**src/rtl/fanout_intc_pkg.sv**
```systemverilog
package fanout_intc_pkg;
  // Strobes from the register control to the per-bit datapath
  typedef struct packed {
    logic enableWr;   // enable register written this cycle
    logic statusWr;   // nonzero status write: clear written bits
    logic replay;     // status write that also runs per-bit follow-up
  } regStrobe_t;
endpackage

```
**src/rtl/fanout_intc_ctrl.sv**
```systemverilog
module fanout_intc_ctrl
  import fanout_intc_pkg::*;
#(
  parameter int SRC_W = 32
) (
  input  logic             clk,
  input  logic             rstN,
  input  logic             wrEn,
  input  logic             wrAddr,
  input  logic [SRC_W-1:0] wrData,
  output regStrobe_t       strobe,
  output logic [SRC_W-1:0] enableAcc,
  output logic [SRC_W-1:0] maskBits,
  output logic [SRC_W-1:0] enableShadow
);
  localparam logic [SRC_W-1:0] ALL_ONES = '1;

  logic [SRC_W-1:0] grownAcc;
  logic [SRC_W-1:0] diffBits;
  logic             statusHit;

  assign statusHit = wrEn && wrAddr && (wrData != '0);

  always_comb begin
    strobe          = '0;
    strobe.enableWr = wrEn && !wrAddr;
    strobe.statusWr = statusHit;
    strobe.replay   = statusHit && (wrData != ALL_ONES);
  end

  assign grownAcc = enableAcc | wrData;
  assign diffBits = enableShadow ^ wrData;

  always_ff @(posedge clk) begin
    if (!rstN) begin
      enableAcc    <= '0;
      maskBits     <= '0;
      enableShadow <= '0;
    end else if (strobe.enableWr) begin
      if (wrData == '0 && enableAcc == '0) begin
        enableShadow <= '0;
      end else if (grownAcc != enableAcc) begin
        enableAcc    <= grownAcc;
        enableShadow <= wrData;
      end else begin
        if ((diffBits & wrData) != '0) maskBits <= maskBits & ~diffBits;
        else                           maskBits <= maskBits | diffBits;
        enableShadow <= wrData;
      end
    end
  end
endmodule

```
**src/rtl/fanout_intc_slice.sv**
```systemverilog
module fanout_intc_slice (
  input  logic clk,
  input  logic rstN,
  input  logic selBit,
  input  logic maskBit,
  input  logic clrBit,
  input  logic replayBit,
  output logic statusQ,
  output logic pendingQ,
  output logic lineQ
);
  logic stMid, pdMid, lnMid;
  logic stNext, pdNext, lnNext;

  // status write first
  always_comb begin
    stMid = statusQ & ~clrBit;
    pdMid = pendingQ;
    lnMid = lineQ;
    if (replayBit) begin
      if (pendingQ) begin
        stMid = 1'b1;
        pdMid = 1'b0;
        lnMid = 1'b1;
      end else begin
        lnMid = 1'b0;
      end
    end
  end

  // capture sees post-write status
  always_comb begin
    stNext = stMid;
    pdNext = pdMid;
    lnNext = lnMid;
    if (selBit) begin
      if (maskBit || stMid) begin
        pdNext = 1'b1;
      end else begin
        stNext = 1'b1;
        lnNext = 1'b1;
      end
    end
  end

  always_ff @(posedge clk) begin
    if (!rstN) begin
      statusQ  <= 1'b0;
      pendingQ <= 1'b0;
      lineQ    <= 1'b0;
    end else begin
      statusQ  <= stNext;
      pendingQ <= pdNext;
      lineQ    <= lnNext;
    end
  end
endmodule

```
**src/rtl/fanout_intc_datapath.sv**
```systemverilog
module fanout_intc_datapath
  import fanout_intc_pkg::*;
#(
  parameter int NUM_OUT = 10
) (
  input  logic               clk,
  input  logic               rstN,
  input  regStrobe_t         strobe,
  input  logic [NUM_OUT-1:0] selVec,
  input  logic [NUM_OUT-1:0] maskVec,
  input  logic [NUM_OUT-1:0] wrLow,
  output logic [NUM_OUT-1:0] statusBits,
  output logic [NUM_OUT-1:0] pendingBits,
  output logic [NUM_OUT-1:0] irqOut
);
  for (genvar i = 0; i < NUM_OUT; i++) begin : g_bit
    fanout_intc_slice u_slice (
      .clk      (clk),
      .rstN     (rstN),
      .selBit   (selVec[i]),
      .maskBit  (maskVec[i]),
      .clrBit   (strobe.statusWr && wrLow[i]),
      .replayBit(strobe.replay && wrLow[i]),
      .statusQ  (statusBits[i]),
      .pendingQ (pendingBits[i]),
      .lineQ    (irqOut[i])
    );
  end
endmodule

```
**src/rtl/fanout_intc.sv**
```systemverilog
module fanout_intc
  import fanout_intc_pkg::*;
#(
  parameter int SRC_W   = 32,
  parameter int NUM_OUT = 10
) (
  input  logic               clk,
  input  logic               rstN,
  input  logic [SRC_W-1:0]   srcIn,
  input  logic               wrEn,
  input  logic               wrAddr,
  input  logic [SRC_W-1:0]   wrData,
  input  logic               rdAddr,
  output logic [SRC_W-1:0]   rdData,
  output logic [NUM_OUT-1:0] irqOut
);
  regStrobe_t         strobe;
  logic [SRC_W-1:0]   enableAcc;
  logic [SRC_W-1:0]   maskBits;
  logic [SRC_W-1:0]   enableShadow;
  logic [NUM_OUT-1:0] statusBits;
  logic [NUM_OUT-1:0] pendingBits;
  logic [NUM_OUT-1:0] selVec;
  logic [SRC_W-1:0]   statusWide;

  fanout_intc_ctrl #(.SRC_W(SRC_W)) u_ctrl (
    .clk         (clk),
    .rstN        (rstN),
    .wrEn        (wrEn),
    .wrAddr      (wrAddr),
    .wrData      (wrData),
    .strobe      (strobe),
    .enableAcc   (enableAcc),
    .maskBits    (maskBits),
    .enableShadow(enableShadow)
  );

  assign selVec = srcIn[NUM_OUT-1:0] & enableAcc[NUM_OUT-1:0];

  fanout_intc_datapath #(.NUM_OUT(NUM_OUT)) u_dp (
    .clk        (clk),
    .rstN       (rstN),
    .strobe     (strobe),
    .selVec     (selVec),
    .maskVec    (maskBits[NUM_OUT-1:0]),
    .wrLow      (wrData[NUM_OUT-1:0]),
    .statusBits (statusBits),
    .pendingBits(pendingBits),
    .irqOut     (irqOut)
  );

  always_comb begin
    statusWide              = '0;
    statusWide[NUM_OUT-1:0] = statusBits;
  end

  assign rdData = rdAddr ? statusWide : enableShadow;
endmodule

```
**config.mk**
```make
export PLATFORM = sky130hd
export DESIGN_NAME = fanout_intc
export DESIGN_NICKNAME = d
export VERILOG_FILES = /design/src/rtl/fanout_intc_pkg.sv /design/src/rtl/fanout_intc_ctrl.sv /design/src/rtl/fanout_intc_slice.sv /design/src/rtl/fanout_intc_datapath.sv /design/src/rtl/fanout_intc.sv
export SDC_FILE = /design/constraint.sdc
export NUM_CORES = 1
export LEC_CHECK = 0
export BUFFER_PORTS_ARGS = -buffer_cell sky130_fd_sc_hd__buf_2
export CAP_MARGIN = 10
export CORE_AREA = 2 2 99 101
export CTS_BUF_LIST = sky130_fd_sc_hd__clkbuf_8
export DETAILED_ROUTE_END_ITERATION = 10
export DIE_AREA = 0 0 101 103
export PLACE_DENSITY = 0.92
export SYNTH_ARGS = -nofsm -noshare
export SYNTH_HDL_FRONTEND = slang
export SYNTH_SLANG_ARGS = --single-unit
```
**constraint.sdc**
```tcl
create_clock -name clk -period 4.92 [get_ports clk]
set_input_delay 0.492 -clock clk [delete_from_list [all_inputs] [get_ports clk]]
set_output_delay 0.492 -clock clk [all_outputs]
set_load 0.03 [all_outputs]
```
=== After elaboration in Yosys (flattened, before gate mapping) ===
Index checks and enable logic that the tools add are counted.
W data, S select, Z words.

* Add/subtract/negate cells: 0
* Multipliers: 0
* Divide/modulo/power cells: 0
* Order comparisons: 0
* Equal/unequal tests: 2
* Shift-type cells: 0
* Multiplexer cells: 113
* Bitwise logic cells: 29
* Reductions and logical operators: 42

{| class="wikitable"
|+ Operators with widths
! cell !! count
|-
| $mux W1 || 110
|-
| $mux W32 || 3
|-
| $and A32 B32 Y32 || 2
|-
| $logic_not A32 Y1 || 2
|-
| $or A32 B32 Y32 || 2
|-
| $reduce_bool A32 Y1 || 2
|-
| $ne A32 B32 Y1 || 1
|-
| $ne A32 B32 Y1 const B || 1
|-
| $not A32 Y32 || 1
|-
| $xor A32 B32 Y32 || 1
|-
| $logic_and A1 B1 Y1 || 25
|-
| $not A1 Y1 || 12
|-
| $and A1 B1 Y1 || 10
|-
| $and A10 B10 Y10 || 1
|-
| $logic_or A1 B1 Y1 || 10
|-
| $reduce_and A3 Y1 || 2
|-
| $logic_not A1 Y1 || 1
|}

* Bits in registers: 126
* Latch bits: 0
* Bits in writable memories: 0
* Bits in read-only memories: 0
* Output and inout port bits: 42
* Logic and storage cells: 219
* Memories: 0

=== Depth between registers and ports, before layout ===
Gate-level depths: netlist of run 1.

* Depth in word-level cells: 10
* Gate-level depth with buffers: 8

=== Modules after synthesis ===
From an unflattened synthesis of run 1, not the netlist that was laid out.

* Cells, all modules: 739
* Area, all modules: 6874.1 sq um

{| class="wikitable"
|+ By module, submodules not included
! module !! times used !! cells an instance !! area each (sq um) !! seq. area each (sq um)
|-
| fanout_intc_ctrl || 1 || 534 || 5033.6 || 1921.8
|-
| fanout_intc_slice || 10 || 14 || 135.1 || 60.1
|-
| fanout_intc || 1 || 45 || 364.1 || 0.0
|-
| fanout_intc_datapath || 1 || 20 || 125.1 || 0.0
|}

=== Least setup slack after synthesis of run 1 ===
Ideal clock, no wire load.

* Path kind: input to register
* Start: input port wrData[9]
* End: register u_dp.g_bit[5].u_slice.statusQ
* Library setup time: 120 ps
* Arrival time: 1824 ps
* Required time: 4800 ps
* Setup slack: 2976 ps
* Stages: 8
* Buffers on the path: 3
* Cells stage by stage: buf_2 nor4_1 and4_1 buf_6 a21oi_4 buf_6 and4_1 o31a_1

* Longest elaborated chain between the ends: 10

{| class="wikitable"
|+ Ends and longest elaborated chain
! item !! RTL line !! source
|-
| from (decl) || fanout_intc.sv:12 || <nowiki>input logic [SRC_W-1:0] wrData,</nowiki>
|-
| $reduce_bool A32 Y1 || fanout_intc_ctrl.sv:22 || <nowiki>assign statusHit = wrEn && wrAddr && (wrData != '0);</nowiki>
|-
| $logic_and A1 B1 Y1 || fanout_intc_ctrl.sv:22 ||
|-
| $logic_and A1 B1 Y1 || fanout_intc_datapath.sv:22 || <nowiki>.clrBit (strobe.statusWr && wrLow[i]),</nowiki>
|-
| $not A1 Y1 || fanout_intc_slice.sv:17 || <nowiki>stMid = statusQ & ~clrBit;</nowiki>
|-
| $and A1 B1 Y1 || fanout_intc_slice.sv:17 ||
|-
| $mux W1 || fanout_intc_slice.sv:21 || <nowiki>if (pendingQ) begin</nowiki>
|-
| $mux W1 * || fanout_intc_slice.sv:20 || <nowiki>if (replayBit) begin</nowiki>
|-
| $logic_or A1 B1 Y1 || fanout_intc_slice.sv:37 || <nowiki>if (maskBit || stMid) begin</nowiki>
|-
| $mux W1 || fanout_intc_slice.sv:37 ||
|-
| $mux W1 * || fanout_intc_slice.sv:36 || <nowiki>if (selBit) begin</nowiki>
|-
| to (signal assigned) || fanout_intc_slice.sv:52 || <nowiki>statusQ <= stNext;</nowiki>
|-
| to (decl) || fanout_intc_slice.sv:8 || <nowiki>output logic statusQ,</nowiki>
|}

Every way passes the cells marked *; elsewhere a longest branch is shown, timed or not.
A chain may end at the register's enable or synchronous reset.

==> results of run 1 <==
==> state kept, by name, indices dropped and copies added, names as in the netlist, named ones only <==
| register | count |
|---|---|
| u_ctrl.enableAcc | 32 |
| u_ctrl.enableShadow | 32 |
| u_dp.g_bit.u_slice.lineQ | 10 |
| u_dp.g_bit.u_slice.pendingQ | 10 |
| u_dp.g_bit.u_slice.statusQ | 10 |
==> critical path: stages (launching register included) <==
cell and delay, ns:
dfxtp_1 0.48, nand2b_1 0.16, o2111ai_1 0.15, nor4_4 0.90, buf_4 0.44, nand4b_1 0.21, mux2i_1 0.17
==> layout by cell type (no fill, tap or decap), types with 21 or more instances in the layout <==
master,synthesis,layout
a211oi_1,36,36
a22oi_1,32,32
buf_2,15,88
dfxtp_1,104,104
inv_1,68,68
nand2_1,29,29
nand2b_1,25,25
nor2_1,45,45
nor2b_1,24,24
nor4_1,21,21
o21a_1,32,32
==> cell usage after synthesis, drive strengths merged (13+ instances only) <==
| master | instances | share of area, % |
|---|---|---|
| nor4 | 23 | 3.1 |
| a31oi | 14 | 1.6 |
| o31a | 16 | 2.5 |
| o21ai | 14 | 1.3 |
| a21oi | 13 | 1.4 |
| nand2b | 25 | 2.8 |
| a211oi | 36 | 4.8 |
| inv | 68 | 4.6 |
| o21a | 32 | 4.3 |
| nor3 | 13 | 1.2 |
| nand4 | 13 | 1.5 |
| and4 | 14 | 2.2 |
| nand2 | 29 | 1.9 |
| dfxtp | 104 | 37 |
| clkbuf | 28 | 1.9 |
| a22oi | 32 | 4.3 |
| buf | 32 | 3.9 |
| nor2 | 45 | 3.0 |
| nor2b | 24 | 2.7 |
==> cell families (layout without fill, tap and decap cells) <==
group	after synthesis	after routing	share of synthesized area [%]
flops	104	104	37.2
compound gates	204	204	27.1
buf+inv	129	180	10.5
mux	10	10	1.79
simple gates	206	206	21.1
fa+ha+maj	10	10	2.24
==> through the flow <==
step           setup WS (ns)  util (%)  instances  total power [mW]  hold slack, ns
2_1_floorplan           2.98         -        663              1.08           0.447
3_3_place_gp            2.05      62.4        813              1.15           0.458
3_5_place_dp            2.03      62.4        813              1.16           0.469
4_1_cts                 2.33      64.2        828              1.63           0.428
5_1_grt                 2.14      64.2        828              1.69           0.446
6_report                2.25      64.2        828              1.63           0.435
==> worst paths after layout <==
kind	end	cells after the start	slack, ns	start
max	flop	6	2.25	u_ctrl.enableAcc[3]$_SDFFE_PN0P_
min	u_ctrl.enableShadow[16]$_SDFFE_PN0P_	3	0.43	wrData[16]
max reg2reg	flop	6	2.25	u_ctrl.enableAcc[3]$_SDFFE_PN0P_
min reg2reg	flop	2	0.48	flop
==> power by group through the flow <==
| stage | logic [mW] | clock network, mW | registers (mW) |
|---|---|---|---|
| 2_1_floorplan | 0.171 | 0 | 0.909 |
| 3_3_place_gp | 0.236 | 0 | 0.916 |
| 3_5_place_dp | 0.244 | 0 | 0.917 |
| 4_1_cts | 0.246 | 0.485 | 0.898 |
| 5_1_grt | 0.272 | 0.519 | 0.903 |
| 6_report | 0.249 | 0.486 | 0.899 |
==> layer usage <==
layer	vias up	wire length (um)
li1	2493	-
met1	2550	6400
met2	254	7320
met3	43	1230
met4	0	425
met5	-	0
==> final cells by class <==
class / count / area, um2
Inverter: 69 / 259
Clock inverter: 6 / 45.0
Clock buffer: 9 / 124
Sequential cell: 104 / 2080
Tap cell: 114 / 143
Timing Repair Buffer: 96 / 500
Fill cell: 807 / 3380
Multi-Input combinational cell: 430 / 2920
==> impl_metrics.ini, run 1 <==
[clock_network]
tritoncts.num_buffers = 9
postCtsSetupRepairBufs = 0
cts_tree = yes
cts_sinks = 104
cts_root_buffer = clkbuf_8
ctsHoldBuffers = 0
post_cts_resized = 0
clk_path_buf_depth = 2
htree_levels = 3
clock_latency_ns = 0.38
clk_pin_slew_worst_paths_ns = 0.10

[drt]
routed_wl_mm = 15.4
drtIter0Drc = 410
drc = 0
num_vias = 5340
viasPerCell = 6.45
ant_nets = 0
first_pass_iters = 6
wl_per_cell_um = 18.6

[grt]
grt_pass1_wl_mm = 24.8
grt_pass1_vias = 4991
grt_overflow_total = 0
busiest_layer = met2
grt_max_degree = 64
grt_util_met2_pct = 50.8
met3_usage_pct = 6.03
grtUsageMet1_pct = 38.1
track_usage_pct = 30.0
antenna_found_initial = 0

[pwr]
pwr-share-seq_pct = 55.0
ir_drop_mv = 0.146
p_comb_share_pct = 15.2
p_int_mw = 1.15
power_leakage_nw = 2.57
p_per_area_nw_per_um2 = 269
p_sw_mw = 0.488
clockPowerShare_pct = 29.7
swShare_pct = 29.8

[floorplan]
io_pins = 111
die_y_um = 103
coreArea_um2 = 9460
start_util_pct = 59.1
num_rows = 36
die_area_um2 = 10400
die_w_um = 101

[run]
maxCapViolations = 0

[sta]
fmax_ghz = 0.375
setup_tns_ns = 0
max_slew_margin_pct = 22.3
setup_viol = 0
period_minus_slack_ns = 2.67
hold_viol_final = 0
rsz0062_at_grt = no
fin_crit_sh_pct = 54.2
finClkSkew_ns = 0.0184
tightest_slew_ns = 1.16
drv_slew = 0

[placed_design]
place_area_um2 = 5910
dp_hpwl_mm = 10.9
port_buffers = 88
routabilityCongestion = 0.997

[worst_setup_path]
critical_path_class = reg2reg
endpoint_kind = flop
cp_max_fo = 24
startpoint_type = flop
worstPathArrival_ns = 2.89
worstPathRequired_ns = 5.15

[logic_synthesis]
synthFlopType = dfxtp_1
synth_seq_cells = 104
ys_warn_count = 0
netlist_area_um2 = 5590
synth_area_per_cell_um2 = 8.43
syn_nets = 742
synth_edf_count = 0
syn_inst = 663
async_flop_share_pct = 0
yosysSeqAreaShare_pct = 37.2
yosys.cell_types.count = 41

[final_layout]
final_nets = 789
area_delta_synth_final_pct = 8.68
n_antenna_cell = 0
fin_area_um2 = 6080
drive_gt1_share_pct = 17.8

[run_status]
status = finished clean

[worst_hold_path]
hold_path_class = in2reg
Note: power is estimated with default switching activity, not from simulation.
==> run 2, diff against run 1 <==
--- a/config.mk
+++ b/config.mk
@@ -7,11 +7,11 @@
 export LEC_CHECK = 0
 export BUFFER_PORTS_ARGS = -buffer_cell sky130_fd_sc_hd__buf_2
 export CAP_MARGIN = 10
-export CORE_AREA = 2 2 99 101
+export CORE_AREA = 2 2 107 109
 export CTS_BUF_LIST = sky130_fd_sc_hd__clkbuf_8
 export DETAILED_ROUTE_END_ITERATION = 10
-export DIE_AREA = 0 0 101 103
-export PLACE_DENSITY = 0.92
+export DIE_AREA = 0 0 109 111
+export PLACE_DENSITY = 0.84
 export SYNTH_ARGS = -nofsm -noshare
 export SYNTH_HDL_FRONTEND = slang
 export SYNTH_SLANG_ARGS = --single-unit
==> constraint.sdc (replaced) <==
create_clock -name clk -period 2.3 [get_ports clk]
set_input_delay 0.23 -clock clk [delete_from_list [all_inputs] [get_ports clk]]
set_output_delay 0.23 -clock clk [all_outputs]
set_load 0.03 [all_outputs]
==> run 2 against run 1 <==
Against the previous run: register-to-register slack got worse by 2.0 ns; die area rose by 16%; clock power rose by 130%; maximum frequency rose by 29%; flip-flop and latch count did not move; critical path type unchanged; largest power group unchanged; highest routed layer unchanged.
==> impl_metrics.ini, run 2 (synthesis gave the netlist of run 1 again) <==
[run_status]
status = finished clean

[clock_network]
clk_pin_slew_worst_paths_ns = 0.10
tritoncts.num_buffers = 9
cts_tree = yes
clk_path_buf_depth = 2
cts_root_buffer = clkbuf_8
cts_sinks = 104
htree_levels = 3
postCtsSetupRepairBufs = 0
ctsHoldBuffers = 0
clock_latency_ns = 0.39
post_cts_resized = 0

[sta]
period_minus_slack_ns = 2.07
drv_slew = 0
tightest_slew_ns = 0.765
fin_crit_sh_pct = 89.8
setup_tns_ns = 0
rsz0062_at_grt = no
finClkSkew_ns = 0.0160
max_slew_margin_pct = 48.9
setup_viol = 0
fmax_ghz = 0.484
hold_viol_final = 0
timing.final.ws_setup_ns = 0.234

[floorplan]
start_util_pct = 50.5
coreArea_um2 = 11100
num_rows = 39
die_y_um = 111
die_area_um2 = 12100
io_pins = 111
die_w_um = 109

[grt]
grt_overflow_total = 0
antenna_found_initial = 0
grt_pass1_wl_mm = 26.1
grt_max_degree = 43
grt_pass1_vias = 5205
track_usage_pct = 26.9

[drt]
drtIter0Drc = 497
viasPerCell = 6.20
wl_per_cell_um = 18.3
ant_nets = 0
first_pass_iters = 5
drc = 0
num_vias = 5398
routed_wl_mm = 15.9

[final_layout]
drive_gt1_share_pct = 19.3
fin_area_um2 = 6210
final_common_cell = dfxtp_1
area_delta_synth_final_pct = 11.1
final_core_util_pct = 56.1
mostFrequentLayoutCells = 104 x dfxtp_1, 88 x buf_2, 68 x inv_1, 45 x nor2_1, 36 x a211oi_1
final_nets = 801
n_antenna_cell = 0
largestRegisters = u_ctrl.enableAcc x32, u_ctrl.enableShadow x32
stdcell_count = 870

[placed_design]
place_area_um2 = 6030
place_ws_ns = 0.133
dpl.cell_count = 854
port_buffers = 88
routabilityCongestion = 0.895
dp_hpwl_mm = 11.5

[worst_setup_path]
worstPathArrival_ns = 2.38
endpoint_kind = flop
rrSetupSlack_ns = 0.23
critical_path_class = reg2reg
worstPathRequired_ns = 2.61
cp_max_fo = 10
startpoint_type = flop

[pwr]
p_per_area_nw_per_um2 = 575
ir_drop_mv = 0.324
power_leakage_nw = 2.65

[worst_hold_path]
hold_path_class = in2reg

[run]
maxCapViolations = 0
==> run 2: cell count changes in the layout (fill, tap and decap cells not counted) <==
cell / delta
clkinv_2: +2
clkinvlp_4: -3
clkinv_4: -1
inv_6: +2
clkbuf_8: +1
buf_4: +12
==> run 2: area by class of cell <==
cell class	count	area, um2
Multi-Input combinational cell	430	2920
Inverter	69	259
Clock buffer	10	138
Sequential cell	104	2080
Clock inverter	6	41.3
Tap cell	143	179
Fill cell	999	4860
Timing Repair Buffer	108	591
==> run 2: worst max-delay path, cell delays in order, from the launching register on <==
cell and delay (ns):
dfxtp_1 0.34, inv_1 0.06, ha_1 0.19, nor4_1 0.48, o221ai_1 0.21, nor2_1 0.19
nand4_1 0.15, buf_4 0.23, mux2i_1 0.15
==> run 2: final timing paths <==
path | start | to | depth (start not counted)
hold / removal | wrData[21] | u_ctrl.enableShadow[21]$_SDFFE_PN0P_ | 3
setup reg to reg | u_ctrl.enableShadow[7]$_SDFFE_PN0P_ | flop | 8
setup / recovery | u_ctrl.enableShadow[7]$_SDFFE_PN0P_ | flop | 8
hold reg to reg | flop | flop | 2
==> run 2: through the flow <==
| step | total power [mW] | hold slack (ns) |
|---|---|---|
| detailed placement | 2.50 | 0.468 |
| global route | 3.71 | 0.177 |
| global placement | 2.48 | 0.458 |
| finish | 3.57 | 0.161 |
| CTS | 3.58 | 0.156 |
| floorplan | 2.31 | 0.378 |
==> run 2: metal layers <==
layer	vias to the layer above	GRT usage (%)	part of all wire [%]
met4	0	10.0	2.1
met5	-	0	0
met3	31	4.88	7.4
li1	2519	-	-
met2	267	41.0	46
met1	2581	37.7	44
==> run 2: report_power, final <==
group / internal (mW) / leakage (nW) / switching (mW)
clock: 0.430 / 0.0972 / 0.671
sequential: 1.87 / 0.847 / 0.0556
combinational: 0.199 / 1.70 / 0.346
==> run 3, diff against run 2 <==
--- a/config.mk
+++ b/config.mk
@@ -7,10 +7,10 @@
 export LEC_CHECK = 0
 export BUFFER_PORTS_ARGS = -buffer_cell sky130_fd_sc_hd__buf_2
 export CAP_MARGIN = 10
-export CORE_AREA = 2 2 107 109
+export CORE_AREA = 2 2 127 92
 export CTS_BUF_LIST = sky130_fd_sc_hd__clkbuf_8
 export DETAILED_ROUTE_END_ITERATION = 10
-export DIE_AREA = 0 0 109 111
+export DIE_AREA = 0 0 129 94
 export PLACE_DENSITY = 0.84
 export SYNTH_ARGS = -nofsm -noshare
 export SYNTH_HDL_FRONTEND = slang
==> run 3 against run 2 <==
Against the previous run: combinational power grew 4.6%; clock skew shrank 0.0047 ns; critical path depth shrank 2; final area grew 1.6%; die area grew 0.22%; maximum frequency shrank 0.67%; worst hold slack lost 0.0014 ns; non-clock buffer count grew 6; sequential share of layout area shrank 0.53 points; clock power is essentially flat; wire length grew 6.3%; global-route usage grew 1.4 points.
==> impl_metrics.ini, run 3 (synthesis gave the netlist of run 1 again) <==
[run_status]
status = finished clean

[clock_network]
clock_latency_ns = 0.38
cts_sinks = 104
clk_pin_slew_worst_paths_ns = 0.10
clk_path_buf_depth = 2
cts_root_buffer = clkbuf_8
ctsHoldBuffers = 0
tritoncts.num_buffers = 9
htree_levels = 3
cts_tree = yes
post_cts_resized = 0
postCtsSetupRepairBufs = 0

[drt]
drtIter0Drc = 582
wl_per_cell_um = 19.1
drc = 0
ant_nets = 0
num_vias = 5447
routed_wl_mm = 16.9
first_pass_iters = 6
viasPerCell = 6.15

[run]
maxCapViolations = 0

[placed_design]
dp_hpwl_mm = 12.3
place_ws_ns = 0.0339
dpl.cell_count = 870
port_buffers = 88
place_area_um2 = 6130
routabilityCongestion = 0.936

[grt]
grt_max_degree = 39
track_usage_pct = 28.3
antenna_found_initial = 0
grt_overflow_total = 0
grt_pass1_wl_mm = 26.9
grt_pass1_vias = 5133

[floorplan]
coreArea_um2 = 10900
start_util_pct = 51.5
die_area_um2 = 12100
die_y_um = 94
num_rows = 32
io_pins = 111
die_w_um = 129

[sta]
finClkSkew_ns = 0.0112
fin_crit_sh_pct = 90.4
hold_viol_final = 0
drv_slew = 0
max_slew_margin_pct = 50.1
setup_tns_ns = 0
rsz0062_at_grt = no
timing.final.ws_setup_ns = 0.220
period_minus_slack_ns = 2.08
setup_viol = 0
fin_hold_ws_ns = 0.160
tightest_slew_ns = 0.748
fmax_ghz = 0.481

[final_layout]
stdcell_count = 886
area_delta_synth_final_pct = 12.9
drive_gt1_share_pct = 19.6
n_antenna_cell = 0
mostFrequentLayoutCells = 104 x dfxtp_1, 88 x buf_2, 70 x inv_1, 45 x nor2_1, 36 x a211oi_1
largestRegisters = u_ctrl.enableAcc x32, u_ctrl.enableShadow x32
final_nets = 807
fin_area_um2 = 6310
final_common_cell = dfxtp_1

[pwr]
power_leakage_nw = 2.69
ir_drop_mv = 0.347
p_per_area_nw_per_um2 = 570

[worst_setup_path]
cpMaxStageDelayCell = nor4_1
worstPathRequired_ns = 2.57
cp_max_fo = 15
critPathBufInv = 1
slowest_delay_ns = 0.44
critical_path_class = reg2reg
startpoint_type = flop
worstPathCellList = nor4_1 -> and4_1 -> a41oi_4 -> buf_4 -> a22oi_1 -> nor2_1
worstPathArrival_ns = 2.35
endpoint_kind = flop
path_delay_family = simple AND/OR/NAND/NOR gates

[worst_hold_path]
hold_path_class = in2reg
==> run 3: changes by cell type in the layout (fill, tap and decap cells not counted), sizes merged <==
cell / change
buf: +6
clkbuf: +2
clkinv: -2
clkinvlp: +1
inv: -1
==> run 3: area by class of cell <==
cell class	count	area, um2
tap	153	191
inverter	69	259
clock buffer	12	165
sequential	104	2080
multi-input combinational	430	2930
fill	932	4540
clock inverter	4	20.0
timing repair buffer	114	661
==> run 3: layer usage <==
metal,share of wire [%],vias to the layer above,track usage [%]
met5,0,-,0
met2,45,275,44.0
met3,9.1,32,6.49
li1,-,2530,-
met1,44,2610,39.2
met4,1.5,0,8.70
==> run 3: per-stage QoR <==
step                      total power, mW  util (%)
after global placement               2.50      56.5
after detailed placement             2.52      56.5
after CTS                            3.59      58.2
final                                3.60      58.2
after global routing                 3.73      58.2
after floorplan                      2.31         -
==> run 3: path summary, 6_finish.rpt <==
check / startpoint / endpoint / slack (ns) / cells past startpoint
worst max register to register: u_ctrl.enableAcc[0]$_SDFFE_PN0P_ / u_ctrl.enableShadow[18]$_SDFFE_PN0P_ / 0.22 / 6
worst min register to register: flop / flop / 0.49 / 2
worst min-delay path: wrData[29] / u_ctrl.enableShadow[29]$_SDFFE_PN0P_ / 0.16 / 3
worst max-delay path: u_ctrl.enableAcc[0]$_SDFFE_PN0P_ / u_ctrl.enableShadow[18]$_SDFFE_PN0P_ / 0.22 / 6
==> run 3: report_power, final <==
group          leakage (nW)  internal, mW  switching (mW)
sequential            0.847          1.87          0.0561
clock                 0.101         0.475           0.631
combinational          1.74         0.209           0.361
==> run 3: tightest hold or removal path, delay by kind of cell <==
kind / cells / cell delay [ns]
AOI/OAI and AO/OA: 1 / 0.07
buffers and inverters: 1 / 0.13
and+or+nand+nor: 1 / 0.07
